<file path="config.mk">
export PLATFORM = sky130hd
export DESIGN_NAME = mem_gap_sequencer
export DESIGN_NICKNAME = d
export VERILOG_FILES = /design/src/rtl/mem_gap_sequencer.sv
export SDC_FILE = /design/constraint.sdc
export NUM_CORES = 1
export LEC_CHECK = 0
export BUFFER_PORTS_ARGS = -buffer_cell sky130_fd_sc_hd__buf_2
export CAP_MARGIN = 20
export CORE_ASPECT_RATIO = 1.75
export CORE_MARGIN = 4
export CORE_UTILIZATION = 25
export CTS_CLUSTER_SIZE = 8
export DETAILED_ROUTE_END_ITERATION = 7
export HOLD_SLACK_MARGIN = 0.03
export PLACE_DENSITY = 0.5
export SETUP_SLACK_MARGIN = 0.2
export SLEW_MARGIN = 20
export SYNTH_ARGS = -nofsm -noshare
export SYNTH_HDL_FRONTEND = slang
export SYNTH_SLANG_ARGS = --single-unit
</file>
<file path="constraint.sdc">
create_clock -name clk -period 3.21 [get_ports clk]
set_clock_uncertainty 0.2 [all_clocks]
set_input_delay 0.321 -clock clk [delete_from_list [all_inputs] [get_ports clk]]
set_output_delay 0.321 -clock clk [all_outputs]
set_load 0.01 [all_outputs]
</file>
<file path="src/rtl/mem_gap_sequencer.sv">
module mem_gap_sequencer #(
  parameter int NUM_CS  = 4,
  parameter int FLOAT_W = 4,
  localparam int CSW    = (NUM_CS > 1) ? $clog2(NUM_CS) : 1
) (
  input  logic               clk,
  input  logic               rst_n,
  input  logic               req_valid,
  input  logic [CSW-1:0]     req_cs,
  input  logic               req_write,
  input  logic               req_internal,
  output logic               req_ready,
  input  logic               xfer_done,
  input  logic               cfg_mode_wr,
  input  logic               cfg_timing_wr,
  input  logic [CSW-1:0]     cfg_cs,
  input  logic [FLOAT_W-1:0] cfg_float_cycles,
  input  logic               cfg_float_mode,
  input  logic               slow_mode,
  output logic               reload_pulse
);

  logic [FLOAT_W-1:0] flt_cnt [NUM_CS];
  logic [NUM_CS-1:0]  flt_mode;
  logic [FLOAT_W-1:0] fcnt;
  logic               pending, rl_taken, busy, slow_q;
  logic               prev_valid, prev_read, cur_read;
  logic [CSW-1:0]     prev_cs, cur_cs;
  logic [1:0]         waited;

  logic       ext_wait, cs_change, rw_gap, rl_due, flt_apply, flt_block, ext_go, slow_chg;
  logic [1:0] need;

  assign ext_wait  = req_valid & ~req_internal & ~busy;
  assign cs_change = prev_valid & (req_cs != prev_cs);
  assign rw_gap    = prev_valid & prev_read & req_write;
  assign rl_due    = pending & ~rl_taken;
  assign need      = {1'b0, cs_change | rl_taken} + {1'b0, rw_gap};
  assign flt_apply = prev_valid & prev_read & (req_write | cs_change | flt_mode[prev_cs]);
  assign flt_block = flt_apply & (fcnt != '0);
  assign ext_go    = ext_wait & ~rl_due & (waited >= need) & ~flt_block;
  assign slow_chg  = slow_mode ^ slow_q;

  assign req_ready    = req_internal ? 1'b1 : ext_go;
  assign reload_pulse = ext_wait & rl_due;

  always_ff @(posedge clk) begin
    if (!rst_n) begin
      for (int i = 0; i < NUM_CS; i++) flt_cnt[i] <= '0;
      flt_mode   <= '0;
      fcnt       <= '0;
      pending    <= 1'b0;
      rl_taken   <= 1'b0;
      busy       <= 1'b0;
      slow_q     <= 1'b0;
      prev_valid <= 1'b0;
      prev_read  <= 1'b0;
      prev_cs    <= '0;
      cur_read   <= 1'b0;
      cur_cs     <= '0;
      waited     <= '0;
    end else begin
      slow_q <= slow_mode;

      if (cfg_mode_wr) begin
        flt_cnt[cfg_cs]  <= cfg_float_cycles;
        flt_mode[cfg_cs] <= cfg_float_mode;
      end

      if (cfg_mode_wr | slow_chg) pending <= 1'b1;
      else if (reload_pulse)      pending <= 1'b0;

      if (ext_go)            rl_taken <= 1'b0;
      else if (reload_pulse) rl_taken <= 1'b1;

      if (req_valid & req_ready)         waited <= '0;
      else if (ext_wait && waited != 2'd3) waited <= waited + 2'd1;

      if (ext_go) begin
        busy       <= 1'b1;
        prev_valid <= 1'b1;
        prev_cs    <= req_cs;
        prev_read  <= ~req_write;
        cur_cs     <= req_cs;
        cur_read   <= ~req_write;
      end else if (xfer_done) begin
        busy <= 1'b0;
      end

      if (busy & xfer_done & cur_read) fcnt <= flt_cnt[cur_cs];
      else if (fcnt != '0)             fcnt <= fcnt - 1'b1;
    end
  end

  AST_PULSE_SINGLE: assert property (@(posedge clk) disable iff (!rst_n)
    reload_pulse |=> !reload_pulse);
  AST_PULSE_NO_GRANT: assert property (@(posedge clk) disable iff (!rst_n)
    reload_pulse |-> !req_ready);
  AST_INTERNAL_FREE: assert property (@(posedge clk) disable iff (!rst_n)
    (req_valid && req_internal) |-> req_ready);
  AST_BUSY_HOLD: assert property (@(posedge clk) disable iff (!rst_n)
    busy |-> !(req_ready && !req_internal));
  AST_TIMING_NO_RELOAD: assert property (@(posedge clk) disable iff (!rst_n)
    (cfg_timing_wr && !cfg_mode_wr && !slow_chg && !pending) |=> !pending);
  AST_MODE_SETS_PENDING: assert property (@(posedge clk) disable iff (!rst_n)
    cfg_mode_wr |=> pending);
  AST_FLOAT_WAIT: assert property (@(posedge clk) disable iff (!rst_n)
    (req_valid && !req_internal && req_ready && prev_valid && prev_read && req_write) |-> (fcnt == '0));

endmodule

</file>
* Yosys cells after proc, flatten, opt, wreduce, memory -nomap -nowiden
Memories as Yosys holds them, arrays and structs flattened. A register that Yosys moved wholly into a read port is not among the register bits.
Index checks and enable logic that the tools add are counted.
** Storage, ports and cells
- Bits in registers :: 18
- Latch bits :: 0
- RAM bits :: 16
- Bits in read-only memories :: 0
- Input port bits :: 18
- Output and inout port bits :: 2
- Logic and storage cells :: 77
- Memories :: 1
** Cells by class
- Add/sub/neg operators :: 3
- Multipliers :: 0
- Div/mod/pow operators :: 0
- $lt $le $gt $ge :: 4
- Equal/unequal tests :: 2
- Shifts and indexed selects :: 0
- Muxes and demuxes :: 21
- Bitwise logic cells :: 27
- Reduce and logical (&&, ||, !) cells :: 9
** Memory list
- flt_cnt :: depth 4, width 4, rd ports 1, clocked after Yosys merged registers in 1, wr ports 4, RTL line 23 : logic [FLOAT_W-1:0] flt_cnt [NUM_CS];
** Operators with widths (count)
- $and 1x1->1 :: 15
- $mux 1 :: 12
- $mux 4 :: 3
- $not 1->1 :: 7
- $lt 2x3->1 const B :: 2
- $mux 2 :: 3
- $reduce_bool 2->1 :: 3
- $bwmux 4 :: 1
- $or 1x1->1 :: 4
- $reduce_bool 4->1 :: 1
- $reduce_or 2->1 :: 2
- $reduce_or 4->1 :: 1
- $sub 4x1->4 const B :: 1
- $add 1x1->2 :: 1
- $add 2x1->2 const B :: 1
- $bmux 1 s2 :: 1
- $demux 1 s2 :: 1
- $ge 2x1->1 const B :: 1
- $ge 2x2->1 :: 1
- $logic_and 1x1->1 :: 2
- $ne 2x2->1 :: 1
- $ne 2x2->1 const B :: 1
- $xor 1x1->1 :: 1

* Depth between registers and ports, before layout
- Depth after elaboration :: 11
- Gate-level depth with buffers :: 10
- Depth with buffers taken out :: 10

* Least setup slack after synthesis
OpenSTA, ideal clock, no wires.
- Path type :: reg-to-output
- Start point :: reg cur_cs[0] (netlist name)
- End point :: out req_ready
- Data arrival time :: 2263 ps
- Data required time :: 2689 ps
- Slack :: 426 ps
- Stages on the path, launching flop included :: 10
- Path buffers :: 0
- Path through :: dfxtp_1 > xor2_1 > o21ai_1 > nand2b_1 > ha_1 > ha_1 > nor3b_1 > nor4_4 > inv_2 > o21ai_0
** RTL lines
- end: declaration :: RTL line 12 : output logic req_ready,

==> summary.txt <==
Outcome
  • Status: finished, final reports clean

GRT
  • Largest net degree at the start of global routing: 19
  • Initial antenna violation count: 0
  • Tot GR Track Use: under 10%
  • Overflow after GRT: 0
  • Global-route wire length before repair: roughly 6300 um
  • Vias in the first global route: ~1.3k

Floorplanning
  • Die width: 70.8 um
  • Core Area: about 6600 um^2
  • Io pins: 20
  • Die Area: 8350 um^2
  • Starting Density: about a quarter
  • DIE HEIGHT: roughly 120 um
  • Number of core rows: 39

STA
  • Setup-failing EPs final: 0
  • Fmax: around 350 MHz
  • Fin Setup TNS: 0 ps
  • Post-route setup slack: between 300 and 400 ps
  • Crit share post-route: 88.0%
  • Worst-margin pin slew: about 430 ps
  • Rel. slew slack: 71.3%
  • Slew Limit Fails: 0
  • RSZ-0062 raised after global routing: false
  • Final Hold Viols: 0
  • Tmin final: between 2000 and 3000 ps

Placed design
  • Placed instance area: between 1500 and 2000 um^2
  • Final Wtd Congestion: ~0.73
  • Port-buffer cells: 18
  • Place WS: 302 ps
  • DP Wirelength: 2880 um

Synthesis
  • Seq/Total Area, Yosys: between 50% and 60%
  • Post-synth top cells: 23 x nor2_1, 20 x dfxtp_1, 16 x edfxtp_1
  • Yosys cell types: 39
  • Synth warn: 0
  • Area contributors post-synth: edfxtp_1 28%, dfxtp_1 23%, mux4_2 6.5%
  • Post-synth top flop: dfxtp_1
  • Mapped Area: between 1500 and 2000 um^2
  • Top-area cell type share of the netlist area: 27.8%
  • Dominant cell by count in the synthesized netlist: nor2_1
  • Number of synthesized register bits: 36
  • Syn_area_per_cell: between 10 and 15 um^2
  • Mapped Nets: 183
  • Post-synth EDFFs: 16
  • Post-synthesis cell count: 160
  • Leading area contributor after synthesis: edfxtp_1
  • Post-synth ARST share: 0%

Routing
  • DR pass1 iterations: 4
  • WL met1: approximately 1300 um
  • First DRT Iteration DRCs: 29
  • Wire per inst: roughly 14 um
  • Routed via count: 1231
  • Post-Route WL: about 3700 um
  • Drt drc: 0
  • Vias/cell: about 4.6
  • DR WL met3: between 80 and 90 um
  • Wire length on met2: 2160 um
  • Antenna Violating Nets Remaining: 0
  • Uppermost layer routed: met4

Setup path
  • Critical path fanouts, max: 3
  • CP startpoint kind: register
  • Setup CP Type: reg2out
  • Crit path launch: cur_cs[0]
  • Worst path max stage delay: 350 ps
  • Worst-path cell chain: xor2_1 > o21ai_1 > nand2b_1 > ha_1 > ha_1 > nor3b_2 > nor4_4 > inv_2 > o21ai_1 > buf_2
  • Worst Reg-to-Reg Cells: 11
  • Worst setup EP type: output pin
  • CP required: around 2700 ps
  • Slowest CP cell: dfxtp_1
  • Reg2reg end: cur_cs[0]
  • Reg2Reg Setup Slack: around 600 ps
  • RR Startpoint: cur_cs[0]
  • Critical path arrival: approximately 2300 ps

Power
  • Leak Pwr: between 0.8 and 0.9 nW
  • Maximum VDD drop: 0.000292 V
  • Tot Pwr: approximately 1.3 mW
  • Power Dens Cells: roughly 630 nW/um^2

Min path
  • Hold Path Origin: req_write
  • Hold Crit Class: in2reg
  • Worst Hold End: cur_read
  • Hold Path Cell Cnt: 2

Clocking
  • H-tree depth: 2
  • Hold bufs inserted after CTS: 0
  • Total clock buffers created by CTS: 5
  • Clock buffer depth: 2
  • Clk root buf: clkbuf_16
  • CTS clk-pin slew, worst paths: 50 ps
  • Latest clock arrival within the worst-skew pair: 280 ps
  • Clk sinks: 36
  • CTS tree: done

Job
  • MaxCap Viol Count: 0

Final layout
  • Area Growth Syn to Fin: 20.9%
  • Layout cells sized above 1: a little over a fifth
  • Post-route cell area: around 2100 um^2
  • Final Util: between 30% and 40%
  • Final nets: about 210
  • # diodes: 0
-- how the worst max path moves through the flow --
stage	to	slack, ps
floorplan	req_ready	430
CTS	req_ready	210
detailed placement	req_ready	300
finish	req_ready	380
global route	req_ready	180
global placement	req_ready	360
-- state kept, by name, indices dropped and copies added, names as in the netlist, named ones only --
signal      count
flt_mode        4
pending         1
waited          2
flt_cnt        16
cur_read        1
cur_cs          2
busy            1
slow_q          1
fcnt            4
rl_taken        1
prev_valid      1
-- layout by cell type, fill, tap and decap left out, types with 3 or more instances in the layout --
master and instances:
inv_1 10, clkbuf_16 5, mux2i_1 6, and2_1 3
mux4_2 5, edfxtp_1 16, nand4_1 3, nor2_1 23
buf_2 18, xor2_1 4, nand2_1 7, nand3_1 10
nand3b_1 3, dfxtp_1 20, a21oi_1 7, nor2b_1 3
buf_4 3, ha_1 5
-- worst max-delay path, delay by kind of cell, from the launching register on --
kind / cells / cell delay (ps)
xor gates and xnor gates: 1 / 170
DFF: 1 / 350
buffers and inverters: 2 / 230
AOI/OAI and AO/OA: 2 / 300
and+or+nand+nor: 3 / 400
adders and majority gates: 2 / 570
-- area by class of cell --
class                      instances  area (um^2)
tap                               82          103
clock inverter                     3         37.5
inverter                          11         41.3
multi-input combinational        107          786
timing repair buffer              21          113
clock buffer                       5          125
fill                             732         4550
sequential                        36          881
-- layer usage --
layer / vias up / global-route usage [%]
met5: - / 0
met4: 0 / 6.35
met3: 9 / 2.65
met2: 19 / 18.2
met1: 584 / 9.43
li1: 619 / -
-- through the flow --
| step | cells | hold WS [ps] |
|---|---|---|
| final | 265 | 69.7 |
| after global routing | 265 | 73.8 |
| after CTS | 264 | 60.6 |
| after detailed placement | 255 | 270 |
| after global placement | 255 | 271 |
| after floorplan | 160 | 230 |
-- power breakdown --
| part | internal (mW) | leakage, nW | switching, mW | total, mW |
|---|---|---|---|---|
| Sequential | 0.527 | 0.321 | 0.0285 | 0.556 |
| Combinational | 0.109 | 0.442 | 0.112 | 0.221 |
| Clock | 0.361 | 0.0789 | 0.180 | 0.540 |
| Total | 0.997 | 0.842 | 0.320 | 1.32 |
-- timing repair --
item	CTS	global route
setup endpoints to repair	1	1
endpoints found under the hold margin	0	0
resized for setup	0	2
setup buffers	1	1
pin swaps	1	2
-- kinds of logic (layout without fill, tap and decap cells) --
group,Yosys count,after routing,synth area share [%]
XOR/XNOR,6,6,3.05
adder cells (fa/ha/maj),5,5,3.63
flip-flops,36,36,51.1
AO/OA/AOI/OAI,22,22,8.99
AND/OR/NAND/NOR,63,63,19.6
multiplexers,11,11,10.0
buffers and inverters,17,40,3.70
No activity file was read; power rests on OpenSTA's default activity.
